<file path="config.mk">
export PLATFORM = sky130hd
export DESIGN_NAME = uart_tx_dbuf
export DESIGN_NICKNAME = d
export VERILOG_FILES = /design/src/rtl/uart_tx_pkg.sv /design/src/rtl/uart_tx_ctrl.sv /design/src/rtl/uart_tx_dpath.sv /design/src/rtl/uart_tx_dbuf.sv
export SDC_FILE = /design/constraint.sdc
export NUM_CORES = 1
export LEC_CHECK = 0
export ABC_AREA = 1
export ABC_CLOCK_PERIOD_IN_PS = 3500
export BUFFER_PORTS_ARGS = -buffer_cell sky130_fd_sc_hd__buf_4
export CORE_UTILIZATION = 50
export CTS_CLUSTER_DIAMETER = 150
export CTS_CLUSTER_SIZE = 10
export DETAILED_ROUTE_END_ITERATION = 8
export GPL_ROUTABILITY_DRIVEN = 0
export PLACE_DENSITY = 0.75
export SLEW_MARGIN = 10
export SYNTH_ARGS = -nofsm -noshare
export SYNTH_HDL_FRONTEND = slang
export SYNTH_SLANG_ARGS = --single-unit
</file>
<file path="constraint.sdc">
create_clock -name clk -period 3.5 [get_ports clk]
set_input_delay 0.175 -clock clk [delete_from_list [all_inputs] [get_ports clk]]
set_output_delay 0.175 -clock clk [all_outputs]
set_load 0.02 [all_outputs]
</file>
<file path="src/rtl/uart_tx_pkg.sv">
package uart_tx_pkg;
  typedef struct packed {
    logic load;
    logic shift;
  } txStrobe_t;

  typedef struct packed {
    logic nineBit;
    logic parityOn;
    logic parityOdd;
    logic twoStop;
  } txCfg_t;
endpackage

</file>
<file path="src/rtl/uart_tx_ctrl.sv">
module uart_tx_ctrl
  import uart_tx_pkg::*;
#(
  parameter int DIV_W  = 8,
  parameter int OVS    = 16,
  parameter int DATA_W = 9
) (
  input  logic             clk,
  input  logic             rstN,
  input  logic             srcPulse,
  input  logic [DIV_W-1:0] divReload,
  input  logic             txEnable,
  input  logic             wrStrobe,
  input  txCfg_t           cfg,
  input  logic             irqOnComplete,
  input  logic             irqClear,
  output txStrobe_t        strb,
  output logic             holdEmpty,
  output logic             shiftEmpty,
  output logic             irqReq
);
  localparam int SUB_W = $clog2(OVS);
  localparam int LEN_W = $clog2(DATA_W + 5);

  logic             busy, holdFull;
  logic [DIV_W-1:0] divCnt;
  logic [SUB_W-1:0] subCnt;
  logic [LEN_W-1:0] bitsLeft, frameLen;
  logic             bitTick, lastBit, canLoad, frameEnd, irqSet;

  always_comb begin
    frameLen = LEN_W'(DATA_W + 2) - LEN_W'(!cfg.nineBit)
             + LEN_W'(cfg.parityOn) + LEN_W'(cfg.twoStop);
    bitTick  = busy && srcPulse && (divCnt >= divReload)
             && (subCnt == SUB_W'(OVS - 1));
    lastBit  = bitTick && (bitsLeft == LEN_W'(1));
    canLoad  = holdFull && txEnable && (!busy || lastBit);
    frameEnd = lastBit && !canLoad;
    strb.load  = canLoad;
    strb.shift = bitTick && !lastBit;
    irqSet   = irqOnComplete ? frameEnd : canLoad;
  end

  always_ff @(posedge clk or negedge rstN) begin
    if (!rstN) begin
      busy     <= 1'b0;
      holdFull <= 1'b0;
      divCnt   <= '0;
      subCnt   <= '0;
      bitsLeft <= '0;
      irqReq   <= 1'b0;
    end else begin
      if (canLoad) begin
        busy     <= 1'b1;
        divCnt   <= '0;
        subCnt   <= '0;
        bitsLeft <= frameLen;
      end else begin
        if (frameEnd) busy <= 1'b0;
        if (busy && srcPulse) begin
          if (divCnt >= divReload) begin
            divCnt <= '0;
            subCnt <= subCnt + SUB_W'(1);
          end else begin
            divCnt <= divCnt + DIV_W'(1);
          end
        end
        if (strb.shift) bitsLeft <= bitsLeft - LEN_W'(1);
      end
      if (wrStrobe)     holdFull <= 1'b1;
      else if (canLoad) holdFull <= 1'b0;
      if (irqSet)        irqReq <= 1'b1;
      else if (irqClear) irqReq <= 1'b0;
    end
  end

  assign holdEmpty  = !holdFull;
  assign shiftEmpty = !busy;


  hold_empty_rise_chk: assert property (@(posedge clk) disable iff (!rstN)
    $rose(holdEmpty) |-> $past(strb.load));

  shift_empty_rise_chk: assert property (@(posedge clk) disable iff (!rstN)
    $rose(shiftEmpty) |-> $past(bitTick));

  disabled_idle_chk: assert property (@(posedge clk) disable iff (!rstN)
    (shiftEmpty && !txEnable) |=> shiftEmpty);

  irq_latched_chk: assert property (@(posedge clk) disable iff (!rstN)
    (irqReq && !irqClear) |=> irqReq);
endmodule

</file>
<file path="src/rtl/uart_tx_dpath.sv">
module uart_tx_dpath
  import uart_tx_pkg::*;
#(
  parameter int DATA_W = 9
) (
  input  logic              clk,
  input  logic              rstN,
  input  txStrobe_t         strb,
  input  logic              wrStrobe,
  input  logic [DATA_W-1:0] wrData,
  input  txCfg_t            cfg,
  output logic              txd
);
  localparam int FRAME_W = DATA_W + 4;

  logic [DATA_W-1:0]  holdReg;
  logic [FRAME_W-1:0] shiftReg, frameNext;
  logic               par;

  always_comb begin
    frameNext    = '1;
    frameNext[0] = 1'b0;
    par          = cfg.parityOdd;
    for (int i = 0; i < DATA_W; i++) begin
      if (i < DATA_W - 1 || cfg.nineBit) begin
        frameNext[i+1] = holdReg[i];
        par            = par ^ holdReg[i];
      end
    end
    if (cfg.parityOn) begin
      if (cfg.nineBit) frameNext[DATA_W+1] = par;
      else             frameNext[DATA_W]   = par;
    end
  end

  always_ff @(posedge clk or negedge rstN) begin
    if (!rstN) begin
      holdReg  <= '0;
      shiftReg <= '1;
    end else begin
      if (wrStrobe) holdReg <= wrData;
      if (strb.load)       shiftReg <= frameNext;
      else if (strb.shift) shiftReg <= {1'b1, shiftReg[FRAME_W-1:1]};
    end
  end

  assign txd = shiftReg[0];


  start_low_chk: assert property (@(posedge clk) disable iff (!rstN)
    $past(strb.load) |-> !txd);
endmodule

</file>
<file path="src/rtl/uart_tx_dbuf.sv">
module uart_tx_dbuf
  import uart_tx_pkg::*;
#(
  parameter int DIV_W  = 8,
  parameter int OVS    = 16,
  parameter int DATA_W = 9,
  parameter int NSRC   = 4
) (
  input  logic                    clk,
  input  logic                    rstN,
  input  logic [NSRC-1:0]         srcEn,
  input  logic [$clog2(NSRC)-1:0] srcSel,
  input  logic [DIV_W-1:0]        divReload,
  input  logic                    txEnable,
  input  logic                    nineBit,
  input  logic                    parityOn,
  input  logic                    parityOdd,
  input  logic                    twoStop,
  input  logic                    irqOnComplete,
  input  logic                    wrStrobe,
  input  logic [DATA_W-1:0]       wrData,
  input  logic                    irqClear,
  output logic                    txd,
  output logic                    holdEmpty,
  output logic                    shiftEmpty,
  output logic                    irqReq
);
  txStrobe_t strb;
  txCfg_t    cfg;
  logic      srcPulse;

  assign cfg      = '{nineBit: nineBit, parityOn: parityOn,
                      parityOdd: parityOdd, twoStop: twoStop};
  assign srcPulse = srcEn[srcSel];

  uart_tx_ctrl #(.DIV_W(DIV_W), .OVS(OVS), .DATA_W(DATA_W)) uCtrl (
    .clk(clk), .rstN(rstN), .srcPulse(srcPulse), .divReload(divReload),
    .txEnable(txEnable), .wrStrobe(wrStrobe), .cfg(cfg),
    .irqOnComplete(irqOnComplete), .irqClear(irqClear), .strb(strb),
    .holdEmpty(holdEmpty), .shiftEmpty(shiftEmpty), .irqReq(irqReq)
  );

  uart_tx_dpath #(.DATA_W(DATA_W)) uDpath (
    .clk(clk), .rstN(rstN), .strb(strb), .wrStrobe(wrStrobe),
    .wrData(wrData), .cfg(cfg), .txd(txd)
  );


  idle_high_chk: assert property (@(posedge clk) disable iff (!rstN)
    shiftEmpty |-> txd);
endmodule

</file>
==> results of run 1 <==
==> logic make-up after synthesis <==
group,Yosys count,share of synthesized area
compound gates,31,0.0788
xor+xnor,11,0.0375
fa+ha+maj,13,0.0661
buf+inv,63,0.106
flops,39,0.385
simple gates,176,0.327
==> layer usage <==
metal,wire [um],track usage,vias to the layer above,share of wire
met5,0,0,-,0
met4,16,0.0385,0,0.0033
met3,197,0.0466,2,0.041
met2,2230,0.315,43,0.46
met1,2360,0.282,971,0.49
li1,-,-,1115,-
==> worst register-to-register path, stage by stage, from the launching register on <==
cell and delay, ps:
dfrtp_1 440, ha_1 320, nand2_1 60, nor2_1 170
nand4_1 140, nand3_2 180, nand4_4 120, nand2_4 110
nand2_4 240, nand2_1 270, nor2_1 70
==> cells in the mapped netlist (2+ instances only) <==
master    number
a21oi_1        5
o21ai_2        7
nand2_4        2
xor2_1         9
inv_1         54
nand3b_2       2
nand2_1       95
xnor2_1        2
nand3_2        4
nand2_2       12
buf_6          3
dfrtp_1       28
clkbuf_1       2
dfstp_2       11
o21ai_0       13
nand3_1       28
ha_1          12
inv_2          2
nand4_1        5
nor2_1        21
==> through the flow <==
step / area [um2] / std cells / hold WS (ps) / setup slack [ps]
floorplan: 2570 / 333 / -121 / 1730
global placement: 2870 / 429 / 176 / 1330
detailed placement: 2870 / 429 / 175 / 1270
CTS: 2980 / 438 / 76.8 / 1260
global route: 2980 / 438 / 71.7 / 1050
finish: 2980 / 438 / 81.1 / 1270
==> sequential cells by signal, indices dropped and copies added, names as in the netlist <==
signal	count
uCtrl.irqReq	1
uDpath.holdReg	9
uCtrl.busy	1
uDpath.shiftReg	11
uCtrl.holdFull	1
uCtrl.subCnt	4
uCtrl.bitsLeft	4
uCtrl.divCnt	8
==> layout make-up <==
class,count,share of cell area
multi-input combinational,231,0.441
sequential,39,0.333
timing repair buffer,37,0.0942
inverter,56,0.0706
clock buffer,8,0.0336
tap,67,0.0282
==> final timing paths <==
path                                                  end  depth (start not counted)
min reg2reg                uDpath.shiftReg[3]$_DFFE_PN1P_                          2
max                           uCtrl.divCnt[5]$_DFFE_PN0P_                         10
max reg2reg                   uCtrl.divCnt[5]$_DFFE_PN0P_                         10
max in group asynchronous  uDpath.shiftReg[7]$_DFFE_PN1P_                          2
min in group asynchronous   uCtrl.bitsLeft[3]$_DFFE_PN0P_                          2
min                              uCtrl.irqReq$_DFFE_PN0P_                          2
==> where the power goes <==
part	leakage (nW)	internal, mW	switching, mW
clock network	0.0515	0.180	0.155
logic	1.16	0.165	0.215
registers	0.459	0.555	0.0854
total	1.67	0.900	0.455
==> timing repair <==
item | 4_1_cts | 5_1_grt
setup buffers | 0 | 0
endpoints found under the hold margin | 28 | 0
hold buffers | 1 | 0
endpoints found under the setup margin | 0 | 0
==> flow_metrics.py, run 1 <==
metrics = {
    "run_status": {
        "status": "finished clean",
    },
    "clock_tree": {
        "cts_tree": "done",
        "clkTransAtPathRegs_ps": 70,
        "cts-root-buf": "clkbuf_8",
        "clock_sinks": 39,
        "post_cts_resized": 0,
        "cts_buffers": 5,
        "clk_path_buf_depth": 2,
        "htree_levels": 2,
        "insertion_delay_ps": 290,
    },
    "die": {
        "die_height_um": 73.7,
        "initial_utilization": 0.531,
        "die_x_um": 73.7,
        "fp-row-count": 25,
        "io-pin-count": 37,
        "die_area_um2": 5440,
        "core-area_um2": 4850,
    },
    "worst_setup_path": {
        "path_class": "flip-flop to flip-flop",
        "start_kind": "flip-flop",
        "critPathLaunch": "uCtrl.divCnt[5]$_DFFE_PN0P_",
        "r2r-start": "uCtrl.divCnt[5]$_DFFE_PN0P_",
        "cp_top_family": "simple AND/OR/NAND/NOR gates",
        "rrSetupSlack_ps": 1270,
        "crit_required_ps": 3670,
        "cp.buffers_inverters": 0,
        "crit_fanout": 37,
        "max_stage_delay_ps": 440,
        "slowest_stage": "dfrtp_1",
        "critPathArrivalTime_ps": 2400,
        "cp-end-kind": "flip-flop",
        "cp_cell_sequence": "ha_1 > nand2_1 > nor2_1 > nand4_1 > nand3_2 > nand4_4 > nand2_4 > nand2_4 > nand2_1 > nor2_1",
    },
    "grt": {
        "grt.total_usage": 0.200,
        "grt_pass1_wl_mm": 8.27,
        "grt_pass1_vias": 1941,
        "grt_max_degree": 40,
        "overflow": 0,
        "antenna_found_initial": 0,
    },
    "sta": {
        "hold_viol": 0,
        "skew_ps": 4.84,
        "post-route-period-util": 0.637,
        "rsz0062_at_grt": "no",
        "period_minus_slack_ps": 2230,
        "max_freq_ghz": 0.448,
        "setup_tns_ps": 0,
        "slew_violations": 0,
        "maxSlewHeadroom": 0.675,
        "tightest_slew_ps": 487,
        "setup_viol": 0,
    },
    "route": {
        "first_pass_iters": 5,
        "wl_mm": 4.80,
        "avgViaCountPerCell": 4.87,
        "drc": 0,
        "routedWlPerCell_um": 11.0,
        "drt_iter0_drc": 135,
        "vias": 2131,
        "ant_nets": 0,
    },
    "synthesis": {
        "syn_inst": 333,
        "syn_avg_cell_area_um2": 7.73,
        "synthArstFlopShare": 1.00,
        "syn_area_um2": 2570,
        "synth_top_area_cell": "dfrtp_1",
        "synth_edf_count": 0,
        "ys_types": 36,
        "yosysTopAreaCellShare": 0.272,
        "ys_top_cells_by_area": "dfrtp_1, nand2_1, dfstp_2, inv_1, ha_1",
        "ys_seq_elements": 39,
        "yosysWarningCount": 0,
        "ys_seq_area_frac": 0.385,
        "ys.flop_type": "dfrtp_1",
        "synthesis.nets": 379,
    },
    "finish": {
        "antenna_cells": 0,
        "fillers": 430,
        "layout_common_cells": "nand2_1, inv_1, buf_4",
        "layout_commonest_cell": "nand2_1",
        "post-route-util": 0.614,
        "area_growth_pct": 15.7,
        "multi_input_area_um2": 1310,
        "drive_gt1_frac": 0.237,
        "final-seq-area_um2": 990,
        "nNetsFinal": 416,
    },
    "power_and_ir_drop": {
        "peakVddDrop_uv": 342,
        "total_power_mw": 1.36,
        "p_per_area_nw_per_um2": 455,
        "p_leak_nw": 1.67,
    },
    "place": {
        "dpl.hpwl_mm": 3.68,
        "io_buffers": 36,
    },
    "worst_hold_path": {
        "hp-start": "irqOnComplete",
        "hold_path_class": "input port to flip-flop",
    },
    "flow_run": {
        "maxCapViolations": 0,
    },
}
Note: power is estimated with default switching activity, not from simulation.
==> run 2, diff against run 1 <==
--- a/config.mk
+++ b/config.mk
@@ -5,15 +5,15 @@
 export SDC_FILE = /design/constraint.sdc
 export NUM_CORES = 1
 export LEC_CHECK = 0
-export ABC_AREA = 1
-export ABC_CLOCK_PERIOD_IN_PS = 3500
+export ABC_AREA = 0
+export ABC_CLOCK_PERIOD_IN_PS = 1900
 export BUFFER_PORTS_ARGS = -buffer_cell sky130_fd_sc_hd__buf_4
 export CORE_UTILIZATION = 50
 export CTS_CLUSTER_DIAMETER = 150
 export CTS_CLUSTER_SIZE = 10
 export DETAILED_ROUTE_END_ITERATION = 8
 export GPL_ROUTABILITY_DRIVEN = 0
-export PLACE_DENSITY = 0.75
+export PLACE_DENSITY = 0.79
 export SLEW_MARGIN = 10
 export SYNTH_ARGS = -nofsm -noshare
 export SYNTH_HDL_FRONTEND = slang
==> constraint.sdc (replaced) <==
create_clock -name clk -period 1.9 [get_ports clk]
set_input_delay 0.095 -clock clk [delete_from_list [all_inputs] [get_ports clk]]
set_output_delay 0.095 -clock clk [all_outputs]
set_load 0.02 [all_outputs]
==> run 2 against run 1 <==
The run now ends with setup timing left. Cell count down 23%. Fmax is 0.36% higher. Critical endpoint is now uDpath.shiftReg[1]$_DFFE_PN1P_. Via count is 12% lower. Sequential share of layout area is 2.7 points lower. Cell area up 8.9%.
==> flow_metrics.py, run 2 <==
metrics = {
    "sta": {
        "rsz0062_at_grt": "yes",
        "setup_viol": 30,
        "skew_ps": 7.67,
        "post-route-period-util": 1.17,
        "setup_ws_ps": -323,
        "max_freq_ghz": 0.450,
        "tightest_slew_ps": 493,
        "maxSlewHeadroom": 0.671,
        "slew_violations": 0,
        "hold_viol": 0,
        "holdWs_ps": 27.6,
        "setup_tns_ps": -6620,
        "period_minus_slack_ps": 2220,
    },
    "worst_setup_path": {
        "path_class": "flip-flop to flip-flop",
        "crit_fanout": 8,
        "cp.depth": 9,
        "crit_required_ps": 2110,
        "reg2regPathDepth": 9,
        "slowest_stage": "dfrtp_1",
        "max_stage_delay_ps": 410,
        "cp-end-kind": "flip-flop",
        "critPathLaunch": "uCtrl.divCnt[5]$_DFFE_PN0P_",
        "rrSetupSlack_ps": -320,
        "critPathArrivalTime_ps": 2440,
        "start_kind": "flip-flop",
        "cp_cell_sequence": "ha_4 > nand2_1 > or3_4 > o221a_4 > buf_8 > nor2_8 > buf_6 > mux2i_1 > o21ai_1",
        "r2r-start": "uCtrl.divCnt[5]$_DFFE_PN0P_",
        "cp_top_family": "simple AND/OR/NAND/NOR gates",
        "cp-endpoint": "uDpath.shiftReg[1]$_DFFE_PN1P_",
        "cp.buffers_inverters": 2,
        "worstReg2RegEnd": "uDpath.shiftReg[1]$_DFFE_PN1P_",
    },
    "place": {
        "pre_cts_slack_ps": -381,
        "io_buffers": 36,
        "dp.cells": 313,
        "dpl_cell_area_um2": 2710,
        "dpl.hpwl_mm": 3.31,
    },
    "finish": {
        "largest_reg_flops": 11,
        "area_growth_pct": 45.6,
        "finalInstanceArea_um2": 3240,
        "nNetsFinal": 331,
        "layout_commonest_cell": "buf_4",
        "layout_common_cells": "buf_4, dfrtp_1, inv_1",
        "antenna_cells": 0,
        "drive_gt1_frac": 0.497,
        "top_register": "uDpath.shiftReg",
        "largestRegisters": "uDpath.shiftReg: 11 flops, uDpath.holdReg: 9 flops, uCtrl.divCnt: 8 flops",
        "post-route-util": 0.782,
        "fin_cells": 336,
    },
    "power_and_ir_drop": {
        "total_power_mw": 2.73,
        "p_leak_nw": 1.42,
        "p_per_area_nw_per_um2": 842,
        "peakVddDrop_uv": 520,
    },
    "die": {
        "initial_utilization": 0.537,
        "io-pin-count": 37,
        "die_x_um": 68.7,
        "fp-row-count": 23,
        "core-area_um2": 4140,
        "die_height_um": 68.7,
        "die_area_um2": 4720,
    },
    "clock_tree": {
        "clkTransAtPathRegs_ps": 80,
        "cts_tree": "done",
        "insertion_delay_ps": 290,
        "clk_path_buf_depth": 2,
        "cts-root-buf": "clkbuf_8",
        "clock_sinks": 39,
        "htree_levels": 2,
        "cts_buffers": 5,
    },
    "route": {
        "highest_layer": "met4",
        "first_pass_iters": 4,
        "avgViaCountPerCell": 5.55,
        "routedWlPerCell_um": 16.7,
        "wl_met2_mm": 3.00,
        "wl_met1_mm": 2.24,
        "vias": 1865,
        "drc": 0,
        "ant_nets": 0,
        "wl_mm": 5.61,
        "drt_iter0_drc": 110,
        "routed-wl-met3_um": 222,
    },
    "synthesis": {
        "syn_avg_cell_area_um2": 10.7,
        "synth.top_cells.by_count": "dfrtp_1, nand2_1, inv_1",
        "ys_top_cells_by_area": "dfrtp_1, dfstp_2, ha_1, mux2_2, xnor2_1",
        "yosysMostFrequentCell": "dfrtp_1",
        "synth_edf_count": 0,
        "yosysTopAreaCellShare": 0.315,
        "yosysWarningCount": 0,
        "syn_area_um2": 2220,
        "ys_seq_elements": 39,
        "synthesis.nets": 253,
        "synth_top_area_cell": "dfrtp_1",
        "synthArstFlopShare": 1.00,
        "ys_types": 43,
        "ys_seq_area_frac": 0.445,
        "ys.flop_type": "dfrtp_1",
        "syn_inst": 207,
    },
    "grt": {
        "grt_max_degree": 40,
        "grt.total_usage": 0.218,
        "overflow": 0,
        "grt_pass1_vias": 1720,
        "antenna_found_initial": 0,
        "grt_pass1_wl_mm": 7.33,
    },
    "worst_hold_path": {
        "hold_path_class": "input port to flip-flop",
    },
    "run_status": {
        "violations": "setup timing",
        "status": "complete, but fails checks",
    },
    "flow_run": {
        "maxCapViolations": 0,
    },
}
[run 2: cell types whose count changed in the layout (fill, tap and decap cells not counted), moves of 11 or more]
cell	delta
buf_4	+22
inv_1	-39
nand2_1	-82
nand3_1	-21
nor2_1	-15
o21ai_0	-11
[run 2: repair_timing]
item,4_1_cts,5_1_grt
gates cloned,2,2
gates resized for setup,12,44
endpoints found under the setup margin,30,30
setup buffers,3,5
hold endpoints to repair,29,0
pin swaps,8,20
hold buffers,3,0
[run 2: worst min-delay path by stage]
stage,start,endpoint,depth (start not counted)
2_1_floorplan,rstN,uCtrl.bitsLeft[0]$_DFFE_PN0P_,0
3_3_place_gp,rstN,uCtrl.divCnt[7]$_DFFE_PN0P_,1
3_5_place_dp,rstN,uCtrl.bitsLeft[0]$_DFFE_PN0P_,1
4_1_cts,wrData[5],uDpath.holdReg[5]$_DFFE_PN0P_,2
5_1_grt,wrData[1],uDpath.holdReg[1]$_DFFE_PN0P_,2
6_report,wrData[1],uDpath.holdReg[1]$_DFFE_PN0P_,2
[run 2: cells by family (layout without fill, tap and decap cells)]
family	count (synthesis)	count (layout)	synth area share
adders and majority gates	13	13	0.0765
xor gates and xnor gates	21	21	0.0827
and+or+nand+nor	63	64	0.152
buffers and inverters	21	98	0.0517
DFF	39	39	0.445
muxes	21	21	0.106
AOI/OAI and AO/OA	29	30	0.0861
[run 2: final cells by class]
type | count | area [um2]
multi-input combinational | 149 | 1380
sequential | 39 | 990
fill | 256 | 905
timing repair buffer | 75 | 671
clock buffer | 6 | 72.6
tap | 50 | 62.6
inverter | 15 | 56.3
clock inverter | 2 | 12.5
[run 2: metal layers]
layer,global-route usage,up-vias
met5,0,-
met2,0.390,65
met1,0.242,902
met3,0.0576,20
met4,0.0944,0
li1,-,878
[run 2: where the power goes]
part / leakage, nW / switching, mW / internal, mW
logic: 0.927 / 0.511 / 0.557
registers: 0.455 / 0.112 / 0.997
clock network: 0.0412 / 0.294 / 0.257
